**config.mk**
```make
export PLATFORM = sky130hd
export DESIGN_NAME = char_fifo_irq
export DESIGN_NICKNAME = d
export VERILOG_FILES = /design/src/rtl/char_fifo_pkg.sv /design/src/rtl/cfifo_store.sv /design/src/rtl/cfifo_ctrl.sv /design/src/rtl/cfifo_flags.sv /design/src/rtl/char_fifo_irq.sv
export SDC_FILE = /design/constraint.sdc
export NUM_CORES = 1
export LEC_CHECK = 0
export ABC_CLOCK_PERIOD_IN_PS = 5050
export BUFFER_PORTS_ARGS = -buffer_cell sky130_fd_sc_hd__buf_2
export CAP_MARGIN = 20
export CELL_PAD_IN_SITES_DETAIL_PLACEMENT = 0
export CELL_PAD_IN_SITES_GLOBAL_PLACEMENT = 1
export CORE_MARGIN = 1.5
export CORE_UTILIZATION = 55
export DETAILED_ROUTE_END_ITERATION = 8
export PLACE_DENSITY = 0.9
export SYNTH_ARGS = -nofsm -noshare
export SYNTH_HDL_FRONTEND = slang
export SYNTH_HIERARCHICAL = 1
export SYNTH_SLANG_ARGS = --single-unit
```
**constraint.sdc**
```tcl
create_clock -name clk -period 5.05 [get_ports clk]
set_clock_uncertainty 0.05 [all_clocks]
set_input_delay 0.2525 -clock clk [delete_from_list [all_inputs] [get_ports clk]]
set_output_delay 0.2525 -clock clk [all_outputs]
set_load 0.03 [all_outputs]
```
**src/rtl/char_fifo_pkg.sv**
```systemverilog
package char_fifo_pkg;

  // Ring pointer advance with wrap at the buffer depth.
  function automatic int ptr_next(int p, int depth);
    return (p == depth - 1) ? 0 : p + 1;
  endfunction

  // Fill count after one cycle of accepted push/pop.
  function automatic int count_next(int c, bit up, bit dn);
    return c + (up ? 1 : 0) - (dn ? 1 : 0);
  endfunction

  // Threshold comparison: transmit flags at or below, receive at or above.
  function automatic bit level_hit(int c, int lvl, bit is_tx);
    return is_tx ? (c <= lvl) : (c >= lvl);
  endfunction

endpackage

```
**src/rtl/cfifo_store.sv**
```systemverilog
module cfifo_store
  import char_fifo_pkg::*;
#(
  parameter int DEPTH = 16,
  parameter int DW    = 8,
  localparam int AW   = $clog2(DEPTH)
) (
  input  logic          clk,
  input  logic          rst_n,
  input  logic          hold,
  input  logic          wr_go,
  input  logic [DW-1:0] wr_data,
  input  logic          rd_go,
  output logic [DW-1:0] rd_data
);

  logic [DW-1:0] mem [DEPTH];
  logic [AW-1:0] wptr, rptr;

  always_ff @(posedge clk) begin
    if (wr_go) mem[wptr] <= wr_data;
  end

  always_ff @(posedge clk or negedge rst_n) begin
    if (!rst_n) begin
      wptr <= '0;
      rptr <= '0;
    end else if (hold) begin
      wptr <= '0;
      rptr <= '0;
    end else begin
      if (wr_go) wptr <= AW'(ptr_next(int'(wptr), DEPTH));
      if (rd_go) rptr <= AW'(ptr_next(int'(rptr), DEPTH));
    end
  end

  // Read data register keeps the last popped character.
  always_ff @(posedge clk or negedge rst_n) begin
    if (!rst_n)     rd_data <= '0;
    else if (rd_go) rd_data <= mem[rptr];
  end

endmodule

```
**src/rtl/cfifo_ctrl.sv**
```systemverilog
module cfifo_ctrl
  import char_fifo_pkg::*;
#(
  parameter int DEPTH = 16,
  parameter bit IS_TX = 1'b0,
  localparam int CW   = $clog2(DEPTH) + 1
) (
  input  logic          clk,
  input  logic          rst_n,
  input  logic          hold,
  input  logic          dir_en,
  input  logic          push,
  input  logic          pop,
  input  logic          level_we,
  input  logic [CW-1:0] level_wdata,
  output logic [CW-1:0] level_q,
  output logic [CW-1:0] fill,
  output logic          push_ok,
  output logic          pop_ok,
  output logic          ovf_evt,
  output logic          lvl_cond
);

  localparam logic [CW-1:0] FULL_CNT = CW'(DEPTH);
  localparam logic [CW-1:0] LVL_RST  = IS_TX ? '0 : '1;

  logic is_full, is_empty, live;

  assign is_full  = (fill == FULL_CNT);
  assign is_empty = (fill == '0);
  assign live     = !hold && dir_en;

  assign pop_ok   = live && pop && !is_empty;
  assign push_ok  = live && push && (!is_full || pop_ok);
  assign ovf_evt  = live && push && is_full && !pop_ok;
  assign lvl_cond = level_hit(int'(fill), int'(level_q), IS_TX);

  always_ff @(posedge clk or negedge rst_n) begin
    if (!rst_n)    fill <= '0;
    else if (hold) fill <= '0;
    else           fill <= CW'(count_next(int'(fill), push_ok, pop_ok));
  end

  always_ff @(posedge clk or negedge rst_n) begin
    if (!rst_n)        level_q <= LVL_RST;
    else if (level_we) level_q <= level_wdata;
  end

endmodule

```
**src/rtl/cfifo_flags.sv**
```systemverilog
module cfifo_flags (
  input  logic clk,
  input  logic rst_n,
  input  logic hold,
  input  logic lvl_cond,
  input  logic irq_clr,
  input  logic irq_en,
  input  logic ovf_evt,
  input  logic ovf_clr,
  output logic req_flag,
  output logic ovf_flag,
  output logic irq
);

  always_ff @(posedge clk or negedge rst_n) begin
    if (!rst_n)        req_flag <= 1'b0;
    else if (hold)     req_flag <= 1'b0;
    else if (irq_clr)  req_flag <= 1'b0;
    else if (lvl_cond) req_flag <= 1'b1;
  end

  always_ff @(posedge clk or negedge rst_n) begin
    if (!rst_n)       ovf_flag <= 1'b0;
    else if (hold)    ovf_flag <= 1'b0;
    else if (ovf_evt) ovf_flag <= 1'b1;
    else if (ovf_clr) ovf_flag <= 1'b0;
  end

  assign irq = req_flag && irq_en;

endmodule

```
**src/rtl/char_fifo_irq.sv**
```systemverilog
module char_fifo_irq #(
  parameter int DEPTH = 16,
  parameter int DW    = 8,
  parameter bit IS_TX = 1'b0,
  localparam int CW   = $clog2(DEPTH) + 1
) (
  input  logic          clk,
  input  logic          rst_n,
  input  logic          fifo_run,
  input  logic          dir_en,
  input  logic          irq_en,
  input  logic          irq_clr,
  input  logic          ovf_clr,
  input  logic          level_we,
  input  logic [CW-1:0] level_wdata,
  output logic [CW-1:0] level_q,
  input  logic          push,
  input  logic [DW-1:0] push_data,
  input  logic          pop,
  output logic [DW-1:0] pop_data,
  output logic [CW-1:0] fill,
  output logic          space_ok,
  output logic          ovf_flag,
  output logic          irq
);

  // Named internal events, observed by the bound checker.
  logic hold, push_ok, pop_ok, ovf_evt, lvl_cond, req_flag;

  assign hold     = !fifo_run;
  assign space_ok = (fill != CW'(DEPTH));

  cfifo_ctrl #(.DEPTH(DEPTH), .IS_TX(IS_TX)) u_ctrl (
    .clk        (clk),
    .rst_n      (rst_n),
    .hold       (hold),
    .dir_en     (dir_en),
    .push       (push),
    .pop        (pop),
    .level_we   (level_we),
    .level_wdata(level_wdata),
    .level_q    (level_q),
    .fill       (fill),
    .push_ok    (push_ok),
    .pop_ok     (pop_ok),
    .ovf_evt    (ovf_evt),
    .lvl_cond   (lvl_cond)
  );

  cfifo_store #(.DEPTH(DEPTH), .DW(DW)) u_store (
    .clk    (clk),
    .rst_n  (rst_n),
    .hold   (hold),
    .wr_go  (push_ok),
    .wr_data(push_data),
    .rd_go  (pop_ok),
    .rd_data(pop_data)
  );

  cfifo_flags u_flags (
    .clk     (clk),
    .rst_n   (rst_n),
    .hold    (hold),
    .lvl_cond(lvl_cond),
    .irq_clr (irq_clr),
    .irq_en  (irq_en),
    .ovf_evt (ovf_evt),
    .ovf_clr (ovf_clr),
    .req_flag(req_flag),
    .ovf_flag(ovf_flag),
    .irq     (irq)
  );

endmodule

```
Yosys cells after proc, flatten, opt, wreduce, memory -nomap -nowiden
Memories as Yosys holds them, arrays and structs flattened. A register that Yosys moved wholly into a read port is not among the register bits. Cells that the tools add are included.

Register bits: 20. Latch bits: 0. RAM bits: 128. Memory bits (read-only): 0. Input bits: 23. Output and inout bits: 21. Memories: 1.

Add/sub/neg operators: 4. $mul: 0. Div/mod/pow operators: 0. Order comparisons: 1. Equal/unequal tests: 8. Shift operators: 0. Muxes and demuxes: 17. Bitwise gates (word level): 0. Reduce and logical (&&, ||, !) cells: 14.

Memories: u_store.mem (words 16, bits a word 8, rd ports 1, clocked after memory_dff 1, write ports 1, RTL line cfifo_store.sv:17) `logic [DW-1:0] mem [DEPTH];`.

Operators with widths (count): 2-to-1 mux 4 bit (6); 2-to-1 mux 1 bit (10); adder 4 x 1 -> 4 bit (second input constant) (2); equality test 4 x 1 -> 1 bit (second input constant) (2); logical AND 1 bit (8); != test 3 x 1 -> 1 bit (second input constant) (2); adder 5 bit (1); equality test 5 bit (second input constant) (1); >= comparator 5 bit (1); logical NOT 5 bit (1); 2-to-1 mux 5 bit (1); != test 5 bit (second input constant) (1); subtractor 5 bit (1); logical NOT 1 bit (4); != test 2 x 1 -> 1 bit (second input constant) (2); logical OR 1 bit (1).

Logic depth before layout (Yosys ltp)
Gate-level depths: netlist of the first run.

Depth after elaboration: 9. Depth in mapped cells: 12. Mapped depth without buffers: 12.

Cells and area by module
The synthesis of the first run kept the hierarchy.

By module, submodules not included: cfifo_store (instances 1, cells an instance 318, area an instance 5690.5 um^2); cfifo_ctrl (instances 1, cells an instance 76, area an instance 700.7 um^2); cfifo_flags (instances 1, cells an instance 8, area an instance 83.8 um^2); char_fifo_irq (instances 1, cells an instance 3, area an instance 17.5 um^2).

Worst setup path before layout of the first run
Ideal clock, no wire load.

Kind: reg-to-reg. Start: reg u_ctrl.fill[2]. End: reg u_ctrl.fill[4]. Library setup time: 0.076 ns. Data arrival time: 2.531 ns. Path slack: 2.393 ns. Stages on the path, launching flop included: 13. Path buffers: 0. Cell sequence: dfrtp_1 -> inv_1 -> ha_1 -> nand4b_1 -> nand3_1 -> ha_1 -> inv_1 -> ha_1 -> inv_1 -> fa_1 -> nand2b_1 -> a2111o_1 -> o21ai_1.

Cells in the longest elaborated chain, start to end: 9. Elaborated cells on any way between the ends: 12. Classes of those cells: add/sub (2); eq/ne (1); mux (3); reduce/logical (6).

RTL lines: start, declared (RTL line cfifo_ctrl.sv:17) `output logic [CW-1:0] fill,`; start signal, assigned (RTL line cfifo_ctrl.sv:41) `else fill <= CW'(count_next(int'(fill), push_ok, pop_ok));`; logical NOT 5 bit (RTL line cfifo_ctrl.sv:30) `assign is_empty = (fill == '0);`; logical NOT 1 bit (RTL line cfifo_ctrl.sv:33) `assign pop_ok = live && pop && !is_empty;`; logical AND 1 bit (RTL line cfifo_ctrl.sv:33); logical OR 1 bit (RTL line cfifo_ctrl.sv:34) `assign push_ok = live && push && (!is_full || pop_ok);`; logical AND 1 bit (RTL line cfifo_ctrl.sv:34); 2-to-1 mux 1 bit (RTL line char_fifo_pkg.sv:10) `return c + (up ? 1 : 0) - (dn ? 1 : 0);`; adder 5 bit (RTL line char_fifo_pkg.sv:10); subtractor 5 bit (*) (RTL line char_fifo_pkg.sv:10); 2-to-1 mux 5 bit (*) (RTL line cfifo_ctrl.sv:40) `else if (hold) fill <= '0;`.

Mark *: on every way between the ends. The rest lies on a longest branch, timed or not. A chain may end at the register's enable or synchronous reset.

Final worst setup path of the first run
Start: reg u_ctrl.fill[3]. End: reg u_ctrl.fill[4].

Cells in the longest elaborated chain, start to end: 9. Elaborated cells on any way between the ends: 12. Classes of those cells: add/sub (2); eq/ne (1); mux (3); reduce/logical (6).

RTL lines: logical NOT 5 bit (*) (RTL line cfifo_ctrl.sv:30); logical NOT 1 bit (*) (RTL line cfifo_ctrl.sv:33); logical AND 1 bit (*) (RTL line cfifo_ctrl.sv:33); net pop_ok (RTL line char_fifo_irq.sv:28) `logic hold, push_ok, pop_ok, ovf_evt, lvl_cond, req_flag;`; logical OR 1 bit (RTL line cfifo_ctrl.sv:34); logical AND 1 bit (RTL line cfifo_ctrl.sv:34); 2-to-1 mux 1 bit (RTL line char_fifo_pkg.sv:10); adder 5 bit (RTL line char_fifo_pkg.sv:10); subtractor 5 bit (*) (RTL line char_fifo_pkg.sv:10); 2-to-1 mux 5 bit (*) (RTL line cfifo_ctrl.sv:40).

The timed path passes the listed nets; every way through them passes the cells marked *.

==> reports/metrics.yaml, run 1 <==
number_of_nets_with_antenna_violations_after_routing: 0
clkSlewWorstSetupHoldPaths_ns: 0.06
sum_of_negative_setup_slack_ns: 0
grt_start_max_net_pins: 33
grt_pass1_wl_mm: 19.9
r2r_start: "u_ctrl/fill[3]$_DFF_PN0_"
first_global_vias: 3607
synth-seq-area-share_pct: 70.1
wirelength_mm: 12.6
fin_nets: 499
place_congestion: 0.944
diodes: 0
hold_path_end: "u_ctrl/level_q[0]$_DFFE_PN1P_"
clock_tree_from_tritoncts: "done"
hold_ws_ns: 0.0240
ys_types: 40
yosys_warnings: 6
wire_length_per_cell_after_detailed_routing_um: 20.5
maxSlewViolCount: 0
layout_worst_path_cycle_share_pct: 62.0
worst_hold_path.num_cells: 2
regToRegEndpoint: "u_ctrl/fill[4]$_DFF_PN0_"
synth_area_leaders: "sky130_fd_sc_hd__edfxtp_1 (59%), sky130_fd_sc_hd__dfrtp_1 (8.9%), sky130_fd_sc_hd__mux4_2 (6.6%)"
final-instance-count-excl-fill: 615
core.rowCount: 39
fmaxAchievable_mhz: 319
drt_pass1_iterations: 5
netlist_area_mm2: 0.00649
floorplan.core_area_mm2: 0.0115
result_of_the_run: "finished, final reports clean"
mostFrequentLayoutCell: "sky130_fd_sc_hd__edfxtp_1"
numClockSinks: 156
drt_iter0_drc: 426
period_needed_ns: 3.13
netlist.area_leader.share_pct: 59.2
total_leakage_power_nw: 2.63
die_w_um: 112
post_route_cells_drive_above_1_share_pct: 23.1
clk-insertion-delay-late_ns: 0.42
critical_path_required_ns: 5.33
postSynthNetCount: 445
floorplan.die.height_um: 112
start_util_pct: 56.6
timing.hold.worst.start: "level_wdata[0]"
finalPower_mw: 3.25
grt_setup_unrepaired: "false"
most-common-layout-cells: "sky130_fd_sc_hd__edfxtp_1 (128), sky130_fd_sc_hd__buf_2 (45), sky130_fd_sc_hd__nor2_1 (30), sky130_fd_sc_hd__mux2i_1 (28)"
design.portCount: 44
timing_worst_slew_pin_value_ns: 0.936
pre_cts_ws_ns: 1.86
setup.worst_path.class: "reg -> reg"
root_buffer: "sky130_fd_sc_hd__clkbuf_16"
timing.critical_path.arrival_ns: 3.41
largest_vdd_supply_drop_mv: 0.270
final_critical_path_setup_slack_ns: 1.92
hold_path.class: "in -> reg"
cts-htree-levels: 4
synthesis.instances: 405
max_slew_margin_pct: 37.6
post_cts_resized: 0
clockBufferDepth: 2
power.density_cell_area_mw_per_mm2: 434
remaining_drc_errors: 0
crit_path_end_kind: "flip-flop"
tritoncts.num_buffers: 17
synth_top_area_cell: "sky130_fd_sc_hd__edfxtp_1"
timing.final.setup_violations: 0
n_fill_cell: 765
post-dp-hpwl_mm: 8.27
syn_avg_cell_area_um2: 16.0
reg2reg_slack_ns: 1.92
setup.worst_path.start_class: "flip-flop"
groute.usage.overall_pct: 21.9
grt_antenna_before_repair: 0
overflow: 0
timing.critical_path.fanout_max: 21
numPlacedInstances: 573
io_buffers: 43
drv_cap: 0
area_growth_pct: 15.6
post_drt_via_cell_ratio: 5.92
worst-r2r-cell-count: 12
area_of_the_die_mm2: 0.0125
finalHoldViolations: 0
vias: 3640
flops_latches_synth: 156
critical path, cell delays in order, from the launching register on:
cell and delay, ns:
sky130_fd_sc_hd__dfrtp_1 0.44, sky130_fd_sc_hd__inv_1 0.09, sky130_fd_sc_hd__ha_1 0.22, sky130_fd_sc_hd__nand2_1 0.07
sky130_fd_sc_hd__o211a_1 0.53, sky130_fd_sc_hd__ha_1 0.35, sky130_fd_sc_hd__inv_1 0.06, sky130_fd_sc_hd__ha_1 0.15
sky130_fd_sc_hd__inv_1 0.06, sky130_fd_sc_hd__fa_1 0.40, sky130_fd_sc_hd__nand2b_1 0.18, sky130_fd_sc_hd__a2111o_1 0.37
sky130_fd_sc_hd__o21ai_1 0.09
worst max-delay path by stage:
stage	from	end	slack [ns]	depth (start not counted)
6_report	u_ctrl/fill[3]$_DFF_PN0_	u_ctrl/fill[4]$_DFF_PN0_	1.92	12
3_5_place_dp	fifo_run	u_ctrl/fill[4]$_DFF_PN0_	1.86	12
2_1_floorplan	u_ctrl/fill[2]$_DFF_PN0_	u_ctrl/fill[4]$_DFF_PN0_	2.39	12
5_1_grt	u_ctrl/fill[3]$_DFF_PN0_	u_ctrl/fill[4]$_DFF_PN0_	1.70	12
4_1_cts	u_ctrl/fill[3]$_DFF_PN0_	u_store/mem[3][2]$_DFFE_PP_	1.88	6
3_3_place_gp	fifo_run	u_ctrl/fill[4]$_DFF_PN0_	1.98	12
synth_stat cells, drive strengths merged:
| cell | n |
|---|---|
| or3b | 2 |
| mux2 | 3 |
| and2 | 2 |
| nor3 | 5 |
| nand4b | 1 |
| nand2 | 22 |
| fa | 1 |
| dfstp | 5 |
| dfrtp | 23 |
| nor2 | 30 |
| buf | 13 |
| o211a | 1 |
| a21oi | 13 |
| a21o | 1 |
| a31o | 1 |
| xor2 | 3 |
| nand2b | 11 |
| nand3 | 4 |
| mux2i | 28 |
| inv | 16 |
| xnor2 | 1 |
| o22ai | 14 |
| nand4 | 2 |
| o21ai | 8 |
| nor2b | 5 |
| nand3b | 3 |
| a211oi | 6 |
| a2111o | 1 |
| clkbuf | 7 |
| edfxtp | 128 |
| ha | 16 |
| mux4 | 20 |
| a31oi | 7 |
| or4 | 1 |
| or2 | 1 |
metal layers:
metal	up-vias	share of wire (%)	global-route usage, %
met1	1817	43	30.0
met5	-	0	0
met3	22	6.6	5.50
li1	1652	-	-
met2	149	47	33.2
met4	0	2.6	10.4
state kept, by name, summed over array words and instances, names as in the netlist:
| register | flops |
|---|---|
| u_store/rd_data | 8 |
| u_store/wptr | 4 |
| u_store/rptr | 4 |
| u_ctrl/fill | 5 |
| u_flags/req_flag | 1 |
| u_store/mem | 128 |
| u_ctrl/level_q | 5 |
| u_flags/ovf_flag | 1 |
through the flow:
step | utilization, % | cell area (um^2)
after detailed placement | 59.3 | 6800
after floorplan | - | 6490
after CTS | 65.0 | 7450
after global routing | 65.4 | 7500
final | 65.4 | 7500
after global placement | 59.3 | 6800
power by group:
part           total, mW  internal, mW  switching, mW
clock               1.29         0.819          0.473
combinational      0.458         0.171          0.287
sequential          1.50          1.45         0.0523
total               3.25          2.44          0.813
cell type report:
class	count	area, um^2	area share (%)
Clock buffer	18	429	5.72
Clock inverter	14	175	2.33
Inverter	16	60.1	0.801
Multi-Input combinational cell	213	1770	23.6
Sequential cell	156	4550	60.7
Tap cell	143	179	2.38
Timing Repair Buffer	55	333	4.44
what timing repair did:
item	CTS	global route
hold endpoints to repair	27	0
hold buffers	5	0
buffers inserted	0	0
kinds of logic (layout without fill, tap and decap cells):
| group | Yosys count | count (layout) | share of synthesized area [%] |
|---|---|---|---|
| adders and majority gates | 17 | 17 | 3.39 |
| AOI/OAI and AO/OA | 52 | 52 | 4.97 |
| xor gates and xnor gates | 4 | 4 | 0.540 |
| buffers and inverters | 36 | 103 | 2.58 |
| and+or+nand+nor | 89 | 89 | 6.59 |
| DFF | 156 | 156 | 70.1 |
| muxes | 51 | 51 | 11.8 |
No activity file was read; power rests on OpenSTA's default activity.
==> run 2, diff against run 1 <==
Settings changed: ABC_CLOCK_PERIOD_IN_PS 5050 to 2900, CORE_UTILIZATION 55 to 51, PLACE_DENSITY 0.9 to 0.85.
Clock period 5.05 ns to 2.9 ns, I/O delays scaled along.
==> run 2 against run 1 <==
Against the previous run: setup slack got worse by 1.7 ns; critical endpoint unchanged; combinational power rose by 77%; clock power rose by 66%; final cell count rose by 8.9%; largest cell class unchanged; sequential power rose by 73%; first-iteration DRC count fell by 53%; wire length fell by 0.88%; flip-flop and latch count did not move.
==> reports/metrics.yaml, run 2 (synthesis gave the netlist of run 1 again) <==
result_of_the_run: "finished, final reports clean"  # unchanged
fmaxAchievable_mhz: 371  # was 319 MHz
largest_registers: "u_store/mem (128), u_store/rd_data (8)"  # unchanged
total_leakage_power_nw: 2.75  # was 2.63 nW
grt_pass1_wl_mm: 19.7  # was 19.9 mm
max_slew_margin_pct: 54.7  # was 37.6%
clkSlewWorstSetupHoldPaths_ns: 0.06  # about the same
slowest_delay_ns: 0.43  # was 0.53 ns
cts-htree-levels: 4  # unchanged
vias: 3578  # was 3,640
sum_of_negative_setup_slack_ns: 0  # unchanged
timing.critical_path.fanout_max: 5  # was 21
io_buffers: 43  # unchanged
floorplan.core_area_mm2: 0.0125  # was 0.0115 mm^2
maxSlewViolCount: 0  # unchanged
crit_start: "u_ctrl/fill[3]$_DFF_PN0_"  # unchanged
multiInputGateArea_mm2: 0.00177  # unchanged
hold_path.class: "in -> reg"  # unchanged
drv_cap: 0  # unchanged
area_growth_pct: 19.2  # was 15.6%
drt_iter0_drc: 202  # was 426
timing.critical_path.cells: "inv_1, ha_1, nand2_1, o211a_1, ha_1, inv_1, ha_1, inv_1, fa_1, nand2b_1, a2111o_1, o21ai_1"  # unchanged
remaining_drc_errors: 0  # unchanged
setup.worst_path.start_class: "flip-flop"  # unchanged
power.density_cell_area_mw_per_mm2: 717  # was 434 mW/mm^2
groute.usage.overall_pct: 21.0  # was 21.9%
number_of_nets_with_antenna_violations_after_routing: 0  # unchanged
finalHoldViolations: 0  # unchanged
design.portCount: 44  # unchanged
timing.final.setup_violations: 0  # unchanged
fin_nets: 525  # was 499
clockBufferDepth: 2  # unchanged
start_util_pct: 51.9  # was 56.6%
worst_path_max_delay_cell: "sky130_fd_sc_hd__dfrtp_1"  # was sky130_fd_sc_hd__o211a_1
place_congestion: 0.801  # was 0.944
area_of_the_die_mm2: 0.0134  # was 0.0125 mm^2
critical_path_required_ns: 3.20  # was 5.33 ns
grt_start_max_net_pins: 37  # was 33
tritoncts.num_buffers: 17  # unchanged
grt_setup_unrepaired: "false"  # unchanged
largest_register: "u_store/mem"  # unchanged
clock_tree_from_tritoncts: "done"  # unchanged
setup.worst_path.class: "reg -> reg"  # unchanged
timing_worst_slew_pin_value_ns: 0.679  # was 0.936 ns
post-dp-hpwl_mm: 8.12  # was 8.27 mm
timing.critical_path.arrival_ns: 2.99  # was 3.41 ns
period_needed_ns: 2.70  # was 3.13 ns
floorplan.die.height_um: 116  # was 112 um
r2r_start: "u_ctrl/fill[3]$_DFF_PN0_"  # unchanged
post_drt_via_cell_ratio: 5.34  # was 5.92
finalCoreUtilization_pct: 61.8  # was 65.4%
crit_path_end_kind: "flip-flop"  # unchanged
first_global_vias: 3743  # was 3,607
wire_length_per_cell_after_detailed_routing_um: 18.7  # was 20.5 um
pre_cts_ws_ns: 0.231  # was 1.86 ns
die_w_um: 116  # was 112 um
largest_register_ff_count: 128  # unchanged
root_buffer: "sky130_fd_sc_hd__clkbuf_16"  # unchanged
drt_pass1_iterations: 4  # was 5
numClockSinks: 156  # unchanged
most-common-layout-cells: "sky130_fd_sc_hd__edfxtp_1 (128), sky130_fd_sc_hd__buf_2 (43), sky130_fd_sc_hd__nor2_1 (30), sky130_fd_sc_hd__mux2i_1 (28)"  # was sky130_fd_sc_hd__edfxtp_1 (128), sky130_fd_sc_hd__buf_2 (45), sky130_fd_sc_hd__nor2_1 (30), sky130_fd_sc_hd__mux2i_1 (28)
largest_vdd_supply_drop_mv: 0.528  # was 0.270 mV
mostFrequentLayoutCell: "sky130_fd_sc_hd__edfxtp_1"  # unchanged
wirelength_mm: 12.5  # was 12.6 mm
n_fill_cell: 923  # was 765
core.rowCount: 41  # was 39
timing.hold.worst.start: "push"  # was level_wdata[0]
final_critical_path_setup_slack_ns: 0.205  # was 1.92 ns
diodes: 0  # unchanged
overflow: 0  # unchanged
post_route_cells_drive_above_1_share_pct: 25.1  # was 23.1%
clk-insertion-delay-late_ns: 0.42  # about the same
final-seq-area_mm2: 0.00455  # unchanged
layout_worst_path_cycle_share_pct: 92.9  # was 62.0%
grt_antenna_before_repair: 0  # unchanged
## run 2: cell count changes in the layout (fill, tap and decap cells not counted), sizes merged
cell         before  now
buf              49   65
bufinv            4    1
clkbuf           19   24
clkinv            7    5
clkinvlp          2    1
dlygate4sd3       5   16
## run 2: worst paths after layout
check                                            endpoint  slack [ns]  cells after the start
max reg2reg                      u_ctrl/fill[4]$_DFF_PN0_        0.20                     12
min in group asynchronous    u_flags/ovf_flag$_DFFE_PN0P_        0.24                      2
max                              u_ctrl/fill[4]$_DFF_PN0_        0.20                     12
min reg2reg                u_store/rd_data[4]$_DFFE_PN0P_        0.45                      1
min                          u_flags/ovf_flag$_DFFE_PN0P_        0.03                      5
max in group asynchronous     u_store/rptr[1]$_DFFE_PN0P_        2.08                      2
## run 2: repair_timing
item | in CTS | in global routing
setup endpoints to repair | 0 | 0
endpoints found under the hold margin | 30 | 0
hold buffers | 16 | 0
gates resized for setup | 0 | 0
buffers inserted | 0 | 0
## run 2: area by class of cell
class | instances | area share, %
multi-input combinational | 213 | 22.9
sequential | 156 | 58.8
inverter | 16 | 0.776
clock inverter | 8 | 1.07
timing repair buffer | 81 | 7.15
tap | 172 | 2.78
clock buffer | 24 | 6.50
## run 2: report_power, final
group | switching (mW) | internal [mW]
clock network | 0.841 | 1.30
logic | 0.502 | 0.310
registers | 0.0693 | 2.53
total | 1.41 | 4.14
## run 2: critical path: cells and delay by family, from the launching register on
kind / cells / cell delay [ns]
buffers and inverters: 3 / 0.21
and+or+nand+nor: 2 / 0.25
adders and majority gates: 4 / 1.01
DFF: 1 / 0.43
AOI/OAI and AO/OA: 3 / 0.68
## run 2: routing by layer
metal | GRT usage [%] | up-vias | wire length [um] | part of all wire, %
met2 | 35.2 | 77 | 6340 | 51
met4 | 8.70 | 0 | 216 | 1.7
met3 | 6.01 | 15 | 602 | 4.8
met1 | 25.7 | 1780 | 5350 | 43
met5 | 0 | - | 0 | 0
li1 | - | 1706 | - | -
## run 2: per-stage QoR
step / hold WS [ns] / cell area, um^2 / total power, mW / instances
after floorplan: -0.201 / 6490 / 3.20 / 405
after global placement: 0.172 / 6990 / 3.42 / 622
after detailed placement: 0.177 / 6990 / 3.44 / 622
after CTS: 0.0131 / 7740 / 5.61 / 670
after global routing: 0.0360 / 7740 / 5.78 / 670
final: 0.0344 / 7740 / 5.55 / 670
